`config.mk`:
```
export PLATFORM = sky130hd
export DESIGN_NAME = ret_sweep_top
export DESIGN_NICKNAME = d
export VERILOG_FILES = /design/src/rtl/ret_sweep_pkg.sv /design/src/rtl/ret_idle_timer.sv /design/src/rtl/ret_err_accum.sv /design/src/rtl/ret_sweep_top.sv
export SDC_FILE = /design/constraint.sdc
export NUM_CORES = 1
export LEC_CHECK = 0
export ABC_AREA = 1
export CORE_AREA = 8 8 116 118
export CTS_BUF_LIST = sky130_fd_sc_hd__clkbuf_16
export CTS_CLUSTER_DIAMETER = 30
export CTS_CLUSTER_SIZE = 12
export DETAILED_ROUTE_END_ITERATION = 7
export DIE_AREA = 0 0 124 126
export PLACE_DENSITY = 0.85
export SYNTH_ARGS = -nofsm -noshare
export SYNTH_HDL_FRONTEND = slang
export SYNTH_HIERARCHICAL = 1
export SYNTH_SLANG_ARGS = --single-unit
```
`constraint.sdc`:
```
create_clock -name clk -period 4.6 [get_ports clk]
set_input_delay 0.92 -clock clk [delete_from_list [all_inputs] [get_ports clk]]
set_output_delay 0.92 -clock clk [all_outputs]
set_load 0.01 [all_outputs]
```
`src/rtl/ret_sweep_pkg.sv`:
```
package ret_sweep_pkg;
    typedef enum logic [2:0] {
        ST_IDLE      = 3'd0,
        ST_WRITE_ROW = 3'd1,
        ST_DISABLE   = 3'd2,
        ST_HOLD      = 3'd3,
        ST_READ_ROW  = 3'd4,
        ST_REPORT    = 3'd5,
        ST_NEXT      = 3'd6
    } sweep_state_e;
endpackage

```
`src/rtl/ret_idle_timer.sv`:
```
module ret_idle_timer #(
    parameter int WAIT_W = 32
) (
    input  logic              clk,
    input  logic              rst_n,
    input  logic              load,
    input  logic [WAIT_W-1:0] len,
    input  logic              run,
    output logic              expired
);
    logic [WAIT_W-1:0] cnt_d, cnt_q;

    always_comb begin
        cnt_d = cnt_q;
        if (load) begin
            cnt_d = (len == '0) ? WAIT_W'(1) : len;
        end else if (run && cnt_q != '0) begin
            cnt_d = cnt_q - WAIT_W'(1);
        end
    end

    always_ff @(posedge clk or negedge rst_n) begin
        if (!rst_n) cnt_q <= '0;
        else        cnt_q <= cnt_d;
    end

    assign expired = run && (cnt_q == WAIT_W'(1));

    AST_HOLD_COUNT_LIVE: assert property (@(posedge clk) disable iff (!rst_n)
        run |-> cnt_q != '0);
endmodule

```
`src/rtl/ret_err_accum.sv`:
```
module ret_err_accum #(
    parameter int DATA_W = 16,
    parameter int ERR_W  = 5
) (
    input  logic              clk,
    input  logic              rst_n,
    input  logic              clr,
    input  logic              add,
    input  logic [DATA_W-1:0] rd_data,
    input  logic [DATA_W-1:0] exp_data,
    output logic [ERR_W-1:0]  err_cnt
);
    localparam int PC_W  = $clog2(DATA_W + 1);
    localparam int SUM_W = ((ERR_W > PC_W) ? ERR_W : PC_W) + 1;
    localparam logic [SUM_W-1:0] SAT_MAX = SUM_W'((1 << ERR_W) - 1);

    logic [DATA_W-1:0] diff;
    logic [PC_W-1:0]   pc;
    logic [SUM_W-1:0]  sum;
    logic [ERR_W-1:0]  err_d, err_q;

    assign diff = rd_data ^ exp_data;

    always_comb begin
        pc = '0;
        for (int i = 0; i < DATA_W; i++) begin
            pc = pc + PC_W'(diff[i]);
        end
    end

    always_comb begin
        sum   = SUM_W'(err_q) + SUM_W'(pc);
        err_d = err_q;
        if (clr) begin
            err_d = '0;
        end else if (add) begin
            err_d = (sum > SAT_MAX) ? ERR_W'(SAT_MAX) : sum[ERR_W-1:0];
        end
    end

    always_ff @(posedge clk or negedge rst_n) begin
        if (!rst_n) err_q <= '0;
        else        err_q <= err_d;
    end

    assign err_cnt = err_q;

    AST_ERR_NO_WRAP: assert property (@(posedge clk) disable iff (!rst_n)
        !clr |=> err_q >= $past(err_q));
endmodule

```
`src/rtl/ret_sweep_top.sv`:
```
module ret_sweep_top
    import ret_sweep_pkg::*;
#(
    parameter int NUM_BANKS     = 2,
    parameter int NUM_ROWS      = 4,
    parameter int WORDS_PER_ROW = 4,
    parameter int DATA_W        = 16,
    parameter int WAIT_W        = 32,
    parameter int ERR_W         = 5,
    localparam int BANK_W = (NUM_BANKS > 1) ? $clog2(NUM_BANKS) : 1,
    localparam int ROW_W  = (NUM_ROWS > 1) ? $clog2(NUM_ROWS) : 1,
    localparam int COL_W  = (WORDS_PER_ROW > 1) ? $clog2(WORDS_PER_ROW) : 1
) (
    input  logic              clk,
    input  logic              rst_n,
    input  logic              start,
    input  logic              pattern_sel,
    input  logic [WAIT_W-1:0] wait_cycles,
    output logic              busy,
    output logic              done,
    output logic              ref_en,
    output logic              mem_cmd_valid,
    output logic              mem_cmd_write,
    output logic [BANK_W-1:0] mem_bank,
    output logic [ROW_W-1:0]  mem_row,
    output logic [COL_W-1:0]  mem_col,
    output logic [DATA_W-1:0] mem_wdata,
    input  logic              mem_rd_valid,
    input  logic [DATA_W-1:0] mem_rd_data,
    output logic              res_valid,
    input  logic              res_ready,
    output logic [BANK_W-1:0] res_bank,
    output logic [ROW_W-1:0]  res_row,
    output logic              res_pattern,
    output logic [ERR_W-1:0]  res_errs
);
    localparam logic [BANK_W-1:0] LAST_BANK = BANK_W'(NUM_BANKS - 1);
    localparam logic [ROW_W-1:0]  LAST_ROW  = ROW_W'(NUM_ROWS - 1);
    localparam logic [COL_W-1:0]  LAST_COL  = COL_W'(WORDS_PER_ROW - 1);

    typedef struct packed {
        sweep_state_e      st;
        logic [BANK_W-1:0] bank;
        logic [ROW_W-1:0]  row;
        logic [COL_W-1:0]  col;
        logic              pend;
        logic              pat;
        logic [WAIT_W-1:0] hold_len;
        logic              ref_on;
        logic              fin;
    } seq_regs_t;

    seq_regs_t seq_d, seq_q;

    logic              tmr_load;
    logic              tmr_run;
    logic              tmr_expired;
    logic              acc_clr;
    logic              acc_add;
    logic [DATA_W-1:0] pat_word;
    logic [ERR_W-1:0]  row_errs;

    assign pat_word = {DATA_W{seq_q.pat}};
    assign tmr_run  = (seq_q.st == ST_HOLD);

    ret_idle_timer #(.WAIT_W(WAIT_W)) timer_i (
        .clk     (clk),
        .rst_n   (rst_n),
        .load    (tmr_load),
        .len     (seq_q.hold_len),
        .run     (tmr_run),
        .expired (tmr_expired)
    );

    ret_err_accum #(.DATA_W(DATA_W), .ERR_W(ERR_W)) accum_i (
        .clk      (clk),
        .rst_n    (rst_n),
        .clr      (acc_clr),
        .add      (acc_add),
        .rd_data  (mem_rd_data),
        .exp_data (pat_word),
        .err_cnt  (row_errs)
    );

    always_comb begin
        seq_d    = seq_q;
        seq_d.fin = 1'b0;
        tmr_load = 1'b0;
        acc_clr  = 1'b0;
        acc_add  = 1'b0;
        unique case (seq_q.st)
            ST_IDLE: begin
                if (start) begin
                    seq_d.st       = ST_WRITE_ROW;
                    seq_d.bank     = '0;
                    seq_d.row      = '0;
                    seq_d.col      = '0;
                    seq_d.pend     = 1'b0;
                    seq_d.pat      = pattern_sel;
                    seq_d.hold_len = wait_cycles;
                end
            end
            ST_WRITE_ROW: begin
                if (seq_q.col == LAST_COL) begin
                    seq_d.col = '0;
                    seq_d.st  = ST_DISABLE;
                end else begin
                    seq_d.col = seq_q.col + COL_W'(1);
                end
            end
            ST_DISABLE: begin
                seq_d.ref_on = 1'b0;
                tmr_load     = 1'b1;
                acc_clr      = 1'b1;
                seq_d.st     = ST_HOLD;
            end
            ST_HOLD: begin
                if (tmr_expired) begin
                    seq_d.st   = ST_READ_ROW;
                    seq_d.col  = '0;
                    seq_d.pend = 1'b0;
                end
            end
            ST_READ_ROW: begin
                if (!seq_q.pend) begin
                    seq_d.pend = 1'b1;
                end else if (mem_rd_valid) begin
                    acc_add    = 1'b1;
                    seq_d.pend = 1'b0;
                    if (seq_q.col == LAST_COL) begin
                        seq_d.col = '0;
                        seq_d.st  = ST_REPORT;
                    end else begin
                        seq_d.col = seq_q.col + COL_W'(1);
                    end
                end
            end
            ST_REPORT: begin
                if (res_ready) seq_d.st = ST_NEXT;
            end
            ST_NEXT: begin
                if (seq_q.bank == LAST_BANK && seq_q.row == LAST_ROW) begin
                    seq_d.st     = ST_IDLE;
                    seq_d.ref_on = 1'b1;
                    seq_d.fin    = 1'b1;
                end else begin
                    seq_d.st = ST_WRITE_ROW;
                    if (seq_q.row == LAST_ROW) begin
                        seq_d.row  = '0;
                        seq_d.bank = seq_q.bank + BANK_W'(1);
                    end else begin
                        seq_d.row = seq_q.row + ROW_W'(1);
                    end
                end
            end
            default: seq_d.st = ST_IDLE;
        endcase
    end

    always_ff @(posedge clk or negedge rst_n) begin
        if (!rst_n) begin
            seq_q          <= '0;
            seq_q.st       <= ST_IDLE;
            seq_q.ref_on   <= 1'b1;
        end else begin
            seq_q <= seq_d;
        end
    end

    assign busy          = (seq_q.st != ST_IDLE);
    assign done          = seq_q.fin;
    assign ref_en        = seq_q.ref_on;
    assign mem_cmd_write = (seq_q.st == ST_WRITE_ROW);
    assign mem_cmd_valid = mem_cmd_write || (seq_q.st == ST_READ_ROW && !seq_q.pend);
    assign mem_bank      = seq_q.bank;
    assign mem_row       = seq_q.row;
    assign mem_col       = seq_q.col;
    assign mem_wdata     = pat_word;
    assign res_valid     = (seq_q.st == ST_REPORT);
    assign res_bank      = seq_q.bank;
    assign res_row       = seq_q.row;
    assign res_pattern   = seq_q.pat;
    assign res_errs      = row_errs;

    AST_REF_OFF_AT_READ: assert property (@(posedge clk) disable iff (!rst_n)
        (mem_cmd_valid && !mem_cmd_write) |-> !ref_en);
    AST_RESULT_HELD: assert property (@(posedge clk) disable iff (!rst_n)
        (res_valid && !res_ready) |=> (res_valid && $stable(res_errs)
                                       && $stable(res_row) && $stable(res_bank)));
    AST_DONE_SINGLE: assert property (@(posedge clk) disable iff (!rst_n)
        done |=> !done);
    AST_DONE_IDLE: assert property (@(posedge clk) disable iff (!rst_n)
        done |-> (!busy && ref_en));
    AST_START_IGNORED: assert property (@(posedge clk) disable iff (!rst_n)
        (busy && start) |=> $stable(res_pattern));
endmodule

```
# Word level (Yosys, flattened, before mapping)
# Cells that the tools add are included.
op_classes:
  order_cmp: 1
  n_mux: 33
  add_sub_neg: 20
  n_eq_ne: 19
  bitwise_logic: 1
  reduce_logical: 23
ops:
  columns: ["operator", "count"]
  rows:
  - ["$mux W32", 3]
  - ["$add A5 B1 Y5", 14]
  - ["$mux W42", 1]
  - ["$eq A32 B1 Y1 const B", 1]
  - ["$logic_not A32 Y1", 1]
  - ["$reduce_bool A32 Y1", 1]
  - ["$sub A32 B1 Y32 const B", 1]
  - ["$mux W3", 9]
  - ["$pmux W3 S7", 1]
  - ["$ne A2 B2 Y1 const B", 8]
  - ["$xor A16 B16 Y16", 1]
  - ["$mux W5", 3]
  - ["$eq A3 B3 Y1 const B", 3]
  - ["$mux W1", 8]
  - ["$mux W2", 4]
  - ["$pmux W2 S4", 1]
  - ["$reduce_bool A2 Y1", 4]
  - ["$reduce_and A7 Y1", 1]
  - ["$add A5 B5 Y6", 1]
  - ["$eq A3 B2 Y1 const B", 2]
  - ["$gt A6 B5 Y1 const B", 1]
  - ["$pmux W3 S2", 1]
  - ["$reduce_and A3 Y1", 2]
  - ["$reduce_bool A3 Y1", 2]
  - ["other kinds (16)", 23]
totals:
  in_bits: 54
  out_inout_bits: 36
  wordCells: 108
  reg_bits: 81

# Depth between registers and ports, before layout
depth:
  ltp_word: 21
  depth_mapped: 19
  depth_no_buf: 19

# Hierarchy
# The synthesis kept the hierarchy.
modules_own_cells:
  columns: ["mod", "area_each_um2", "seq_area_each_um2", "n_inst", "cells_each"]
  rows:
  - ["ret_idle_timer", 2618.8, 800.8, 1, 426]
  - ["ret_sweep_top", 2222.1, 1102.3, 1, 270]
  - ["ret_err_accum", 883.3, 125.1, 1, 103]

# Worst setup path after synthesis
# Ideal clock, no wire load.
synth_path:
  path_type: "register to register"
  from: "register seq_q, in the netlist res_pattern"
  to: "register accum_i.err_q[4], in the netlist accum_i/err_cnt[4]"
  arrival_ns: 4.547
  required_ns: 4.484
  n_path_buf: 0
  slack_ns: -0.063
  setup_ns: 0.116
  synth_period_minus_slack_ns: 4.663
  stages_incl_launch_ff: 19
  cell_sequence: "dfrtp_1 -> xnor2_1 -> fa_1 -> inv_1 -> fa_1 -> fa_1 -> inv_1 -> fa_1 -> inv_1 -> fa_1 -> inv_1 -> fa_1 -> inv_1 -> nand3_1 -> nand3_1 -> nand2_1 -> nand2_1 -> nand2_1 -> nand2_1"
synth_via:
  elab_chain_len: 21
synth_lines:
  columns: ["element", "line_no", "source"]
  rows:
  - ["from (decl)", "ret_sweep_top.sv:53", "seq_regs_t seq_d, seq_q;"]
  - ["from (signal assigned)", "ret_sweep_top.sv:166", "seq_q <= seq_d;"]
  - ["$xor A16 B16 Y16 *", "ret_err_accum.sv:22", "assign diff = rd_data ^ exp_data;"]
  - ["$add A1 B1 Y2", "ret_err_accum.sv:27", "pc = pc + PC_W'(diff[i]);"]
  - ["$add A5 B1 Y5 (13 in a row)", "ret_err_accum.sv:27", null]
  - ["$add A5 B1 Y5 *", "ret_err_accum.sv:27", null]
  - ["$add A5 B5 Y6 *", "ret_err_accum.sv:32", "sum = SUM_W'(err_q) + SUM_W'(pc);"]
  - ["$gt A6 B5 Y1", "ret_err_accum.sv:37", "err_d = (sum > SAT_MAX) ? ERR_W'(SAT_MAX) : sum[ERR_W-1:0];"]
  - ["$mux W5 *", "ret_err_accum.sv:37", null]
  - ["$mux W5 *", "ret_err_accum.sv:36", "end else if (add) begin"]
  - ["$mux W5 *", "ret_err_accum.sv:34", "if (clr) begin"]
  - ["to (signal assigned)", "ret_err_accum.sv:43", "else err_q <= err_d;"]
  - ["to (decl)", "ret_err_accum.sv:20", "logic [ERR_W-1:0] err_d, err_q;"]
# Every way passes the cells marked *; elsewhere a longest branch is shown, timed or not. The select of a mux whose other input is x is not followed.
# A chain may end at the register's enable or synchronous reset.

# Worst setup path after layout
layout_path:
  from: "register seq_q, in the netlist res_pattern"
  to: "register accum_i.err_q[2], in the netlist accum_i/err_cnt[2]"
# The elaborated chain is that of the path after synthesis.

==> reports/metrics.cfg <==
[routing]
totalWireLength_mm=13.6
viasPerCell=5.07
drtPass1Iterations=5
first_iter_violations=360
ant_nets=0
drcViolationCount=0
vias=5168
wl_per_cell_um=13.4

[finish]
final_layout_size_suffix_gt1_share_pct=9.86
diodes=0
fillCellCount=1038
nets=945
area_delta_synth_final_pct=21.1

[logic_synthesis]
netlist_area_sq_um=5720
synth_top_family_by_area=simple AND/OR/NAND/NOR gates
avgSynthCellArea_sq_um=7.16
seq_area_frac_synth_pct=35.4
syn-num-nets=877
synthSimpleGateAreaFrac_pct=37.6
async_flop_share_pct=100
syn_inst=799
yosys.area.top_type_share_pct=35.0
synth_cell_types=41
synth-seq-cells=81
synth_top_area_cell=dfrtp_1
synth_compound_area_share_pct=5.97
synth_xor_xnor_area_share_pct=4.13
muxShareOfSynthArea_pct=0
synthFlopType=dfrtp_1
synthTopCellsByCount=nand2_1, nor2_1, dfrtp_1
synthTopCellsByArea=dfrtp_1, nand2_1, nor2_1
synth_fa_ha_area_share_pct=6.82
ys.warnings.count=6
synth_edf_count=0
yosys.cell_count.top_type=nand2_1

[critical_path]
crit_end=accum_i/err_cnt[2]
ff2ff_setup_slack_ns=0.32
timing.rr.start=res_pattern
path_class=reg -> reg
crit_arrival_ns=4.51
cp_slowest_cell=dfrtp_2
cp_max_fo=27
ff2ff_path_depth=15
path_common_cell=fa_1
path_cells=xor2_1, fa_1, fa_1, fa_1, inv_2, fa_1, inv_2, fa_2, inv_2, fa_2, buf_4, xor2_1, nand2_1, nand2_1, nand2_1
cp.required_ns=4.84
r2r_end=accum_i/err_cnt[2]
setup.worst_path.start=res_pattern
max_stage_delay_ns=0.75
start_kind=register
cp-end-kind=register

[worst_hold_path]
hp-class=reg -> reg

[sta]
tightest_slew_ns=0.606
finalCritPeriodShare_pct=93.0
slew_violations=0
maxSlewHeadroom_pct=59.6
max_freq_ghz=0.234
finClkSkew_ns=0.00744
grt_setup_unrepaired=no
tns_ns=0
finalCriticalPeriod_ns=4.28
finalHoldViolCount=0
setup_viol=0

[die]
die_area_sq_um=15600
die_w_um=124
core_sq_um=11700
dieHeight_um=126
floorplan.initialDensity_pct=48.9
rows=40
ios=90

[clock_network]
clock-sinks=81
numCtsBuffers=9
cts_root_buffer=clkbuf_16
clk_pin_slew_ns=0.07
hold_buffers=0
cts_buffer_depth=2
htreeDepth=3
cts_tree=built
clk_latency_ns=0.34

[global_route]
overflow=0
grt_pass1_wl_mm=22.6
grt_usage_pct=17.5
grt_pass1_vias=4839
grt_antenna_before_repair=0
grt_max_degree=45

[place]
port_buffers=89
globalplace.congestion=0.860
hpwl_mm=10.0

[run_status]
status=completed

[flow_run]
maxCapViolCount=0

kinds of logic after synthesis:
logic type               Yosys count
adder cells (fa/ha/maj)           24
XOR/XNOR                          27
AO/OA/AOI/OAI                     57
flip-flops                        81
buffers and inverters            105
AND/OR/NAND/NOR                  505
final cells by class:
class / count / area (sq um) / area share (%)
multi-input cells: 613 / 3170 / 45.7
flip-flops and latches: 81 / 2030 / 29.3
repair buffers: 98 / 976 / 14.1
inverters: 64 / 244 / 3.52
clock buffers: 9 / 225 / 3.25
well taps: 147 / 184 / 2.65
clock inverters: 7 / 101 / 1.46
worst min path at each step:
stage               slack, ns      start   endpoint  cells past startpoint
CTS                      0.49  seq_q[21]  seq_q[21]                      2
global route             0.51  seq_q[20]  seq_q[20]                      2
global placement         0.46  seq_q[29]  seq_q[29]                      2
floorplan                0.44  seq_q[13]  seq_q[13]                      2
finish                   0.49  seq_q[21]  seq_q[21]                      2
detailed placement       0.48  seq_q[21]  seq_q[21]                      2
routing by layer:
| layer | vias up | wire length, um | GRT usage [%] |
|---|---|---|---|
| met5 | - | 0 | 0 |
| met4 | 0 | 231 | 5.74 |
| met3 | 19 | 715 | 2.77 |
| met2 | 177 | 6600 | 28.4 |
| met1 | 2368 | 6070 | 23.2 |
| li1 | 2604 | - | - |
through the flow:
step                cell area [sq um]  utilization, %  worst slack, ns  hold slack [ns]  instances
finish                           6930            59.2            0.322            0.488       1019
floorplan                        5730               -            0.136            0.442        799
CTS                              6870            58.6         0.000517            0.492       1018
global placement                 6520            55.7           -0.402            0.457       1001
detailed placement               6520            55.7           -0.517            0.475       1001
global route                     6930            59.2           0.0466            0.513       1019
state kept, by name (all words and copies together), names as in the netlist:
signal           flops
seq_q               36
mem_row              2
res_pattern          1
mem_col              2
done                 1
timer_i/cnt_q       32
mem_bank             1
ref_en               1
accum_i/err_cnt      5
placed cells by master (no fill, tap or decap), types with 8 or more instances in the layout:
master / instances
o21ai_2: 8
xor2_1: 15
dlymetal6s2s_1: 8
inv_2: 8
clkbuf_16: 9
nand3_1: 47
inv_1: 54
clkdlybuf4s50_1: 80
ha_1: 12
buf_4: 10
o21ai_0: 33
nor2_1: 92
nand2_2: 9
nand2_1: 319
dfrtp_1: 79
fa_1: 10
worst max-delay path: cells and delay by family, from the launching register on:
| kind | cells | cell delay, ns |
|---|---|---|
| fa+ha+maj | 6 | 2.59 |
| flops | 1 | 0.75 |
| xor+xnor | 2 | 0.36 |
| buf+inv | 4 | 0.27 |
| simple gates | 3 | 0.16 |
timing repair:
action / in CTS / in global routing
pin swaps: 7 / 11
hold endpoints to repair: 0 / 0
endpoints found under the setup margin: 5 / 5
gates resized for setup: 5 / 15
setup buffers: 1 / 1
Power is left out: the tool's default activity adds up to more than one toggle a clock period on the data nets, which glitch-free logic cannot reach.
